$ cat config.mk
export PLATFORM = sky130hd
export DESIGN_NAME = sdram_burst_colgen
export DESIGN_NICKNAME = d
export VERILOG_FILES = /design/src/rtl/bcg_pkg.sv /design/src/rtl/bcg_len_decode.sv /design/src/rtl/bcg_order.sv /design/src/rtl/bcg_beat_ctrl.sv /design/src/rtl/sdram_burst_colgen.sv
export SDC_FILE = /design/constraint.sdc
export NUM_CORES = 1
export LEC_CHECK = 0
export CAP_MARGIN = 10
export CELL_PAD_IN_SITES_DETAIL_PLACEMENT = 0
export CELL_PAD_IN_SITES_GLOBAL_PLACEMENT = 1
export CORE_ASPECT_RATIO = 0.7
export CORE_UTILIZATION = 35
export CTS_BUF_LIST = sky130_fd_sc_hd__clkbuf_2
export DETAILED_ROUTE_END_ITERATION = 8
export GPL_TIMING_DRIVEN = 0
export PLACE_DENSITY_LB_ADDON = 0.1
export SLEW_MARGIN = 30
export SYNTH_ARGS = -nofsm -noshare
export SYNTH_HDL_FRONTEND = slang
export SYNTH_SLANG_ARGS = --single-unit
$ cat constraint.sdc
create_clock -name clk -period 2.95 [get_ports clk]
set_input_delay 0.295 -clock clk [delete_from_list [all_inputs] [get_ports clk]]
set_output_delay 0.295 -clock clk [all_outputs]
set_load 0.05 [all_outputs]
$ cat src/rtl/bcg_pkg.sv
package bcg_pkg;
    // Width of the burst length code field
    localparam int unsigned LEN_CODE_W = 3;
    // Highest code that selects a power-of-two burst (2^code beats)
    localparam logic [LEN_CODE_W-1:0] MAX_FIXED_CODE = 3'd3;
    // Code that selects a full-page burst
    localparam logic [LEN_CODE_W-1:0] FULL_PAGE_CODE = 3'd7;

    // Column ordering within a burst
    typedef enum logic {
        ORD_INCR = 1'b0,
        ORD_XOR  = 1'b1
    } order_e;

    // Decoded shape of a burst
    typedef struct packed {
        logic full;      // full-page burst
        logic reserved;  // code was reserved
    } len_kind_t;
endpackage

$ cat src/rtl/bcg_len_decode.sv
// Decodes the burst length code into a wrap mask (length minus one) and
// a kind. Assumes MAX_FIXED_CODE < COL_W. A forced single beat overrides the code.
module bcg_len_decode #(
    parameter int COL_W = 8
) (
    input  logic [bcg_pkg::LEN_CODE_W-1:0] len_code,
    input  logic                           force_single,
    output logic [COL_W-1:0]               mask,
    output bcg_pkg::len_kind_t             kind
);
    import bcg_pkg::*;

    logic [COL_W-1:0] pow_mask;

    // Mask of 2^code - 1 for the fixed power-of-two lengths
    always_comb begin
        for (int b = 0; b < COL_W; b++) begin
            pow_mask[b] = (b < int'(len_code));
        end
    end

    // Classify the code and select the final mask
    always_comb begin
        kind.reserved = 1'b0;
        kind.full     = 1'b0;
        mask          = '0;
        if (len_code <= MAX_FIXED_CODE) begin
            mask = pow_mask;
        end else if (len_code == FULL_PAGE_CODE) begin
            kind.full = 1'b1;
            mask      = '1;
        end else begin
            kind.reserved = 1'b1;
        end
        if (force_single) begin
            kind.full = 1'b0;
            mask      = '0;
        end
    end
endmodule

$ cat src/rtl/bcg_order.sv
// Forms the column of beat idx from the latched start column. Bits above
// the mask come from the start; bits inside it are incremented or XORed.
// Assumes mask is a contiguous low run of ones.
module bcg_order #(
    parameter int COL_W = 8
) (
    input  logic [COL_W-1:0] base_col,
    input  logic [COL_W-1:0] idx,
    input  logic [COL_W-1:0] mask,
    input  bcg_pkg::order_e  order,
    input  logic             full,
    output logic [COL_W-1:0] col
);
    import bcg_pkg::*;

    logic [COL_W-1:0] incr_low;
    logic [COL_W-1:0] xor_low;
    logic             use_xor;

    // Both candidate low parts, confined to the wrap window
    always_comb begin
        incr_low = (base_col + idx) & mask;
        xor_low  = (base_col ^ idx) & mask;
    end

    // Full page forces the incrementing order
    always_comb use_xor = (order == ORD_XOR) && !full;

    // Merge the fixed high bits with the selected low bits
    always_comb col = (base_col & ~mask) | (use_xor ? xor_low : incr_low);
endmodule

$ cat src/rtl/bcg_beat_ctrl.sv
// Holds the burst state: latched settings, beat index and activity.
// Applies the one-edge clock-enable delay. At an enabled edge, start beats
// stop, which beats normal advance.
module bcg_beat_ctrl #(
    parameter int COL_W = 8
) (
    input  logic             clk,
    input  logic             rst_n,
    input  logic             cke,
    input  logic             start,
    input  logic             burst_stop,
    input  logic [COL_W-1:0] start_col,
    input  logic [COL_W-1:0] mask_in,
    input  logic             full_in,
    input  bcg_pkg::order_e  order_in,
    output logic             edge_en,
    output logic             active,
    output logic [COL_W-1:0] base_q,
    output logic [COL_W-1:0] idx_q,
    output logic [COL_W-1:0] mask_q,
    output logic             full_q,
    output bcg_pkg::order_e  order_q,
    output logic             last
);
    import bcg_pkg::*;

    localparam logic [COL_W-1:0] IDX_ONE = 1;

    // Delay the clock enable by one edge
    always_ff @(posedge clk) begin
        if (!rst_n) edge_en <= 1'b1;
        else        edge_en <= cke;
    end

    // Final beat of a fixed-length burst
    always_comb last = active && !full_q && (idx_q == mask_q);

    // Burst state update on enabled edges
    always_ff @(posedge clk) begin
        if (!rst_n) begin
            active  <= 1'b0;
            base_q  <= '0;
            idx_q   <= '0;
            mask_q  <= '0;
            full_q  <= 1'b0;
            order_q <= ORD_INCR;
        end else if (edge_en) begin
            if (start) begin
                active  <= 1'b1;
                base_q  <= start_col;
                idx_q   <= '0;
                mask_q  <= mask_in;
                full_q  <= full_in;
                order_q <= order_in;
            end else if (burst_stop) begin
                active <= 1'b0;
            end else if (active) begin
                if (last) active <= 1'b0;
                else      idx_q  <= idx_q + IDX_ONE;
            end
        end
    end
endmodule

$ cat src/rtl/sdram_burst_colgen.sv
// Top of the burst column generator. Decodes the length on the live
// inputs, latches it at start, and forms the column of every beat.
// Keeps a sticky flag for reserved length codes.
module sdram_burst_colgen #(
    parameter int COL_W = 8
) (
    input  logic                           clk,
    input  logic                           rst_n,
    input  logic                           cke,
    input  logic                           start,
    input  logic                           is_write,
    input  logic [COL_W-1:0]               start_col,
    input  logic [bcg_pkg::LEN_CODE_W-1:0] len_code,
    input  logic                           interleave,
    input  logic                           wr_single,
    input  logic                           burst_stop,
    output logic [COL_W-1:0]               col,
    output logic                           beat_valid,
    output logic                           last_beat,
    output logic                           cfg_err
);
    import bcg_pkg::*;

    logic [COL_W-1:0] dec_mask;
    len_kind_t        dec_kind;
    logic             edge_en;
    logic             active;
    logic [COL_W-1:0] base_q;
    logic [COL_W-1:0] idx_q;
    logic [COL_W-1:0] mask_q;
    logic             full_q;
    order_e           order_q;
    order_e           order_in;
    logic             last;

    // Ordering request from the pin
    always_comb order_in = interleave ? ORD_XOR : ORD_INCR;

    bcg_len_decode #(.COL_W(COL_W)) u_dec (
        .len_code     (len_code),
        .force_single (is_write && wr_single),
        .mask         (dec_mask),
        .kind         (dec_kind)
    );

    bcg_beat_ctrl #(.COL_W(COL_W)) u_ctrl (
        .clk        (clk),
        .rst_n      (rst_n),
        .cke        (cke),
        .start      (start),
        .burst_stop (burst_stop),
        .start_col  (start_col),
        .mask_in    (dec_mask),
        .full_in    (dec_kind.full),
        .order_in   (order_in),
        .edge_en    (edge_en),
        .active     (active),
        .base_q     (base_q),
        .idx_q      (idx_q),
        .mask_q     (mask_q),
        .full_q     (full_q),
        .order_q    (order_q),
        .last       (last)
    );

    bcg_order #(.COL_W(COL_W)) u_ord (
        .base_col (base_q),
        .idx      (idx_q),
        .mask     (mask_q),
        .order    (order_q),
        .full     (full_q),
        .col      (col)
    );

    // Sticky flag, set when a start is accepted with a reserved code
    always_ff @(posedge clk) begin
        if (!rst_n)                                  cfg_err <= 1'b0;
        else if (edge_en && start && dec_kind.reserved) cfg_err <= 1'b1;
    end

    // Beat qualifiers
    always_comb begin
        beat_valid = active;
        last_beat  = last;
    end
endmodule

==> results of run 1 <==
## layer usage
metal,global-route usage [%],part of all wire [%],vias up
met5,0,0,-
met1,32.5,57,766
met3,3.70,5.4,5
met4,3.51,0.47,0
li1,-,-,868
met2,24.8,38,41
## sequential cells by signal, indices dropped and copies added, names as in the netlist
signal,flops
cfg_err,1
u_ctrl.order_q,1
u_ctrl.idx_q,8
u_ctrl.edge_en,1
u_ctrl.base_q,8
u_ctrl.full_q,1
u_ctrl.mask_q,7
u_ctrl.active,1
## worst max-delay path: stages (launching register included)
cell and delay, ps:
dfxtp_4 470, ha_2 230, inv_1 60, fa_1 380
nor2b_1 120, o21ai_0 110, a21oi_1 190, mux2i_1 210
o311ai_0 150, buf_2 250
## timing repair
action	in CTS	in global routing
pin swaps	0	1
resized for setup	22	7
endpoints found under the setup margin	7	5
buffers inserted	0	1
## Yosys cell counts, types with 3 or more instances
| library cell | n |
|---|---|
| ha_1 | 8 |
| nor3b_1 | 4 |
| a31oi_1 | 3 |
| buf_2 | 3 |
| nor2b_1 | 4 |
| nand4_1 | 5 |
| clkbuf_1 | 5 |
| o21ai_0 | 11 |
| nand3_1 | 12 |
| nand2_1 | 30 |
| nor2_1 | 18 |
| dfxtp_1 | 28 |
| a21oi_1 | 24 |
| xnor2_1 | 10 |
| mux2i_1 | 4 |
| inv_1 | 8 |
## kinds of logic after synthesis
logic type / count (synthesis) / synth area share (%)
AO/OA/AOI/OAI: 52 / 17.5
buffers and inverters: 19 / 4.98
flip-flops: 28 / 31.4
adder cells (fa/ha/maj): 10 / 7.29
XOR/XNOR: 11 / 5.40
AND/OR/NAND/NOR: 99 / 30.6
multiplexers: 5 / 2.87
## power breakdown
part	internal (mW)	switching (mW)	total, mW	leakage, nW
Clock	0.116	0.129	0.246	0.0266
Combinational	0.0669	0.103	0.170	0.573
Sequential	0.392	0.0146	0.407	0.229
Total	0.576	0.247	0.822	0.829
## stage by stage
step | setup WS (ps) | power (mW) | setup TNS (ps) | hold WS [ps] | utilization [%]
after floorplan | 80.2 | 0.519 | 0 | 368 | -
after global placement | -108 | 0.587 | -235 | 445 | 44.5
after detailed placement | -94.9 | 0.587 | -185 | 448 | 44.5
after CTS | 3.54 | 0.828 | 0 | 67.0 | 45.3
after global routing | -86.4 | 0.857 | -86.4 | 64.3 | 45.7
final | 88.9 | 0.822 | 0 | 83.2 | 45.7
## how the worst max path moves through the flow
stage	start	to	slack, ps
5_1_grt	u_ctrl.idx_q[0]	col[6]	-90
4_1_cts	u_ctrl.idx_q[2]	col[7]	4
3_3_place_gp	u_ctrl.idx_q[0]	col[4]	-110
6_report	u_ctrl.idx_q[0]	col[6]	90
2_1_floorplan	u_ctrl.idx_q[4]	col[7]	80
3_5_place_dp	u_ctrl.idx_q[0]	col[4]	-90
## area by class of cell
class / instances / area [sq um]
Buffer: 11 / 58.8
Timing Repair Buffer: 29 / 270
Clock buffer: 3 / 15.0
Clock inverter: 1 / 30.0
Tap cell: 69 / 86.3
Sequential cell: 28 / 566
Multi-Input combinational cell: 177 / 1150
Inverter: 8 / 30.0
Fill cell: 517 / 2630
==> flow_metrics.env, run 1 <==
export IMPL_grt_overflow=0
export IMPL_ctsRootBufferMaster="clkbuf_2"
export IMPL_worstSetupStartpointType="flip-flop"
export IMPL_initial_core_util_pct=36.9
export IMPL_finalCritPeriodShare_pct=97.0
export IMPL_syn_nets=252
export IMPL_regToRegStartpoint="u_ctrl.idx_q[7]"
export IMPL_min_period_ps=2860
export IMPL_grt_pass1_wl_microns=7680
export IMPL_synth_area_top_cells="dfxtp_1 (31%), a21oi_1 (6.7%), nand2_1 (6.3%)"
export IMPL_synth_edf_count=0
export IMPL_maxCapViolCount=0
export IMPL_routed_wl_microns=4900
export IMPL_final_cell_mix="nand2_1 (30), dfxtp_1 (26), a21oi_1 (24)"
export IMPL_cts_hold_fix_buffers=0
export IMPL_vias=1680
export IMPL_max_slew_margin_rel_pct=56.4
export IMPL_synth_top_area_share_pct=31.4
export IMPL_hold_viol_final=0
export IMPL_outcome="finished clean"
export IMPL_whs_path_depth=2
export IMPL_die_h_microns=61.8
export IMPL_end_kind="output port"
export IMPL_dp_hpwl_microns=3590
export IMPL_gp_congestion=0.798
export IMPL_min_from="start"
export IMPL_instances_no_fill=326
export IMPL_setup_violations=0
export IMPL_yosysSeqAreaShare_pct=31.4
export IMPL_power_density_nw_per_um2=372
export IMPL_total_leakage_power_nw=0.829
export IMPL_ys_ff_latch=28
export IMPL_cts_tree="built"
export IMPL_netlist_instances=224
export IMPL_synth_area_leader_cell="dfxtp_1"
export IMPL_min_to="u_ctrl.idx_q[3]"
export IMPL_crit_type="reg -> out"
export IMPL_final_common_cell="nand2_1"
export IMPL_irDropWorstVdd_uv=177
export IMPL_io_pins=30
export IMPL_crit_required_ps=2650
export IMPL_antenna_found_initial=0
export IMPL_io_buffers=28
export IMPL_async_reset_ff_share_pct=0
export IMPL_cp_arrival_ps=2570
export IMPL_reg2reg_depth=6
export IMPL_placedCellCount=321
export IMPL_timing_rr_end="u_ctrl.active"
export IMPL_drt_wirelength_per_cell_microns=15.0
export IMPL_antenna_cells=0
export IMPL_viasPerCell=5.15
export IMPL_cts_sinks=28
export IMPL_coreArea_sq_um=4830
export IMPL_final_area_sq_um=2210
export IMPL_clk_latency_ps=400
export IMPL_chipWidth_microns=87.4
export IMPL_clockBufferDepth=2
export IMPL_die_area_sq_um=5400
export IMPL_firstDrtPassIters=4
export IMPL_syn_area_sq_um=1790
export IMPL_placed_cell_area_sq_um=2150
export IMPL_reg2reg_slack_ps=1310
export IMPL_synth_distinct_cells=55
export IMPL_slew_viol_final=0
export IMPL_drtIter0Drc=127
export IMPL_ant_nets=0
export IMPL_grt_setup_unrepaired="yes"
export IMPL_areaGrowthSynthToFinish_pct=23.7
export IMPL_htreeDepth=1
export IMPL_synth_flop_cell="dfxtp_1"
export IMPL_worst_pin_slew_ps=654
export IMPL_clk_pin_slew_ps=300
export IMPL_cts_buffers=3
export IMPL_grt_total_usage_pct=19.5
export IMPL_drc=0
export IMPL_final_nets=286
export IMPL_fin_skew_ps=18.3
export IMPL_first_global_vias=1417
export IMPL_drive_gt1_share_pct=10.9
export IMPL_postSynthAreaPerCell_sq_um=7.97
export IMPL_row_count=21
export IMPL_yosys_warnings=0
export IMPL_worst_path_max_fanout=5
export IMPL_max_freq_mhz=350
export IMPL_min_path_type="in -> reg"
export IMPL_grt_max_degree=17
No activity file was read; power rests on OpenSTA's default activity.
==> inputs of run 2 (changes only) <==
--- a/config.mk
+++ b/config.mk
@@ -5,7 +5,7 @@
 export SDC_FILE = /design/constraint.sdc
 export NUM_CORES = 1
 export LEC_CHECK = 0
-export CAP_MARGIN = 10
+export ABC_AREA = 1
 export CELL_PAD_IN_SITES_DETAIL_PLACEMENT = 0
 export CELL_PAD_IN_SITES_GLOBAL_PLACEMENT = 1
 export CORE_ASPECT_RATIO = 0.7
==> constraint.sdc (replaced) <==
create_clock -name clk -period 3.1 [get_ports clk]
set_input_delay 0.31 -clock clk [delete_from_list [all_inputs] [get_ports clk]]
set_output_delay 0.31 -clock clk [all_outputs]
set_load 0.05 [all_outputs]
==> run 2 against run 1 <==
  * Cell count increased by 6.4%
  * Non-clock buffer count is 6 lower
  * Core utilization increased by 0.32 points
==> flow_metrics.env, run 2 <==
export IMPL_io_pins=30
export IMPL_crit_required_ps=2790
export IMPL_synth_edf_count=0
export IMPL_clockBufferDepth=2
export IMPL_firstDrtPassIters=4
export IMPL_final_cell_mix="nand2_1 (67), inv_1 (32), nor2_1 (32)"
export IMPL_cts_tree="built"
export IMPL_htreeDepth=1
export IMPL_postSynthAreaPerCell_sq_um=6.57
export IMPL_syn_area_sq_um=1700
export IMPL_async_reset_ff_share_pct=0
export IMPL_synth_common_cells="nand2_1 (67), inv_1 (32), nor2_1 (32), dfxtp_1 (28), a21oi_1 (26)"
export IMPL_dp_hpwl_microns=3510
export IMPL_whs_path_depth=2
export IMPL_row_count=20
export IMPL_clk_pin_slew_ps=270
export IMPL_comb_power_share_pct=27.8
export IMPL_max_stage_delay_ps=810
export IMPL_clk_latency_ps=370
export IMPL_final_area_sq_um=2070
export IMPL_total_leakage_power_nw=0.978
export IMPL_max_freq_mhz=346
export IMPL_p_switching_mw=0.258
export IMPL_min_period_ps=2890
export IMPL_antenna_cells=0
export IMPL_cts_buffers=3
export IMPL_ant_nets=0
export IMPL_post_cts_resized=3
export IMPL_initial_core_util_pct=37.8
export IMPL_hold_viol_final=0
export IMPL_final_nets=321
export IMPL_end_kind="output port"
export IMPL_yosysSeqAreaShare_pct=32.9
export IMPL_chipWidth_microns=85.3
export IMPL_finalCritPeriodShare_pct=93.3
export IMPL_viasPerCell=4.82
export IMPL_power_density_nw_per_um2=359
export IMPL_grt_pass1_wl_microns=7530
export IMPL_crit_path_top_delay_cell="clkdlybuf4s50_1"
export IMPL_worstSetupStartpointType="flip-flop"
export IMPL_reg_top3="u_ctrl.base_q (8), u_ctrl.idx_q (8), u_ctrl.mask_q (7)"
export IMPL_worst_path_stages=7
export IMPL_die_h_microns=60.3
export IMPL_routed_wl_microns=4540
export IMPL_min_path_type="in -> reg"
export IMPL_synth_distinct_cells=29
export IMPL_irDropWorstVdd_uv=155
export IMPL_final_common_cell="nand2_1"
export IMPL_reg2reg_slack_ps=1480
export IMPL_synth_most_common_cell="nand2_1"
export IMPL_post_cts_buffers=0
export IMPL_power_total_mw=0.744
export IMPL_synth_area_top_cells="dfxtp_1 (33%), nand2_1 (15%), a21oi_1 (7.6%)"
export IMPL_synth_flop_cell="dfxtp_1"
export IMPL_netlist_instances=259
export IMPL_max_slew_margin_rel_pct=62.3
export IMPL_vias=1672
export IMPL_grt_total_usage_pct=19.4
export IMPL_cts_hold_fix_buffers=0
export IMPL_placed_cell_area_sq_um=2060
export IMPL_clock_power_share_pct=18.7
export IMPL_fin_setup_tns_ps=0
export IMPL_worst_pin_slew_ps=565
export IMPL_synth_area_leader_cell="dfxtp_1"
export IMPL_power_internal_mw=0.486
export IMPL_pwr_share_seq_pct=53.5
export IMPL_critPathTopFamily="buffers and inverters"
export IMPL_grt_max_degree=16
export IMPL_maxCapViolCount=0
export IMPL_ctsRootBufferMaster="clkbuf_2"
export IMPL_io_buffers=29
export IMPL_drive_gt1_share_pct=5.48
export IMPL_drtIter0Drc=97
export IMPL_first_global_vias=1509
export IMPL_syn_nets=287
export IMPL_swShare_pct=34.7
export IMPL_coreArea_sq_um=4500
export IMPL_reg2reg_depth=9
export IMPL_areaGrowthSynthToFinish_pct=21.8
export IMPL_cts_sinks=28
export IMPL_antenna_found_initial=0
export IMPL_path_buf_inv=1
export IMPL_ys_ff_latch=28
export IMPL_crit_chain="ha_1 -> a21oi_1 -> nand2_1 -> nand2_1 -> xor2_1 -> a21oi_1 -> clkdlybuf4s50_1"
export IMPL_die_area_sq_um=5150
export IMPL_fin_skew_ps=11.4
export IMPL_slew_viol_final=0
export IMPL_worst_path_max_fanout=8
export IMPL_cp_arrival_ps=2580
export IMPL_crit_type="reg -> out"
export IMPL_drc=0
export IMPL_setup_violations=0
export IMPL_grt_setup_unrepaired="no"
export IMPL_gp_congestion=0.802
export IMPL_yosys_warnings=0
export IMPL_synth_top_area_share_pct=32.9
export IMPL_grt_overflow=0
export IMPL_outcome="finished clean"
export IMPL_drt_wirelength_per_cell_microns=13.1
==> run 2: metrics by stage <==
stage / utilization, % / hold WS (ps) / instances / worst slack [ps]
finish: 46.0 / 483 / 347 / 209
global route: 46.0 / 457 / 347 / 61.5
CTS: 46.1 / 458 / 347 / 10.5
detailed placement: 45.8 / 467 / 343 / 229
global placement: 45.8 / 448 / 343 / 247
floorplan: - / 417 / 259 / 355
==> run 2: cells by family (layout without fill, tap and decap cells) <==
| family | Yosys count | in the layout | share of synthesized area (%) |
|---|---|---|---|
| multiplexers | 1 | 1 | 0.662 |
| adder cells (fa/ha/maj) | 9 | 9 | 7.06 |
| buffers and inverters | 38 | 71 | 9.04 |
| AO/OA/AOI/OAI | 48 | 48 | 14.9 |
| flip-flops | 28 | 28 | 32.9 |
| XOR/XNOR | 5 | 5 | 2.57 |
| AND/OR/NAND/NOR | 130 | 130 | 32.8 |
==> run 2: worst paths after layout <==
kind	start	endpoint
worst max-delay path	u_ctrl.idx_q[2]	col[3]
worst min-delay path	cke	u_ctrl.edge_en
worst max register to register	u_ctrl.idx_q[0]	u_ctrl.idx_q[6]
worst min register to register	u_ctrl.mask_q[2]	u_ctrl.mask_q[2]
==> run 2: final cells by class <==
type | instances | area, sq um
clock buffers | 3 | 15.0
multi-input cells | 193 | 987
well taps | 55 | 68.8
clock inverters | 1 | 3.75
fillers | 494 | 2430
plain buffers | 5 | 30.0
inverters | 33 | 124
repair buffers | 29 | 283
flip-flops and latches | 28 | 561
==> run 2: metal layers <==
layer / share of wire, % / track usage (%) / wire [microns]
met1: 54 / 28.5 / 2440
met2: 40 / 31.2 / 1810
met3: 5.9 / 3.40 / 270
met4: 0.26 / 2.14 / 12
met5: 0 / 0 / 0
==> run 2: power by group through the flow <==
stage	Sequential [mW]	Combinational (mW)	Clock, mW
6_report	0.398	0.207	0.139
5_1_grt	0.402	0.230	0.158
4_1_cts	0.398	0.210	0.150
3_5_place_dp	0.405	0.211	0
3_3_place_gp	0.404	0.211	0
2_1_floorplan	0.405	0.132	0
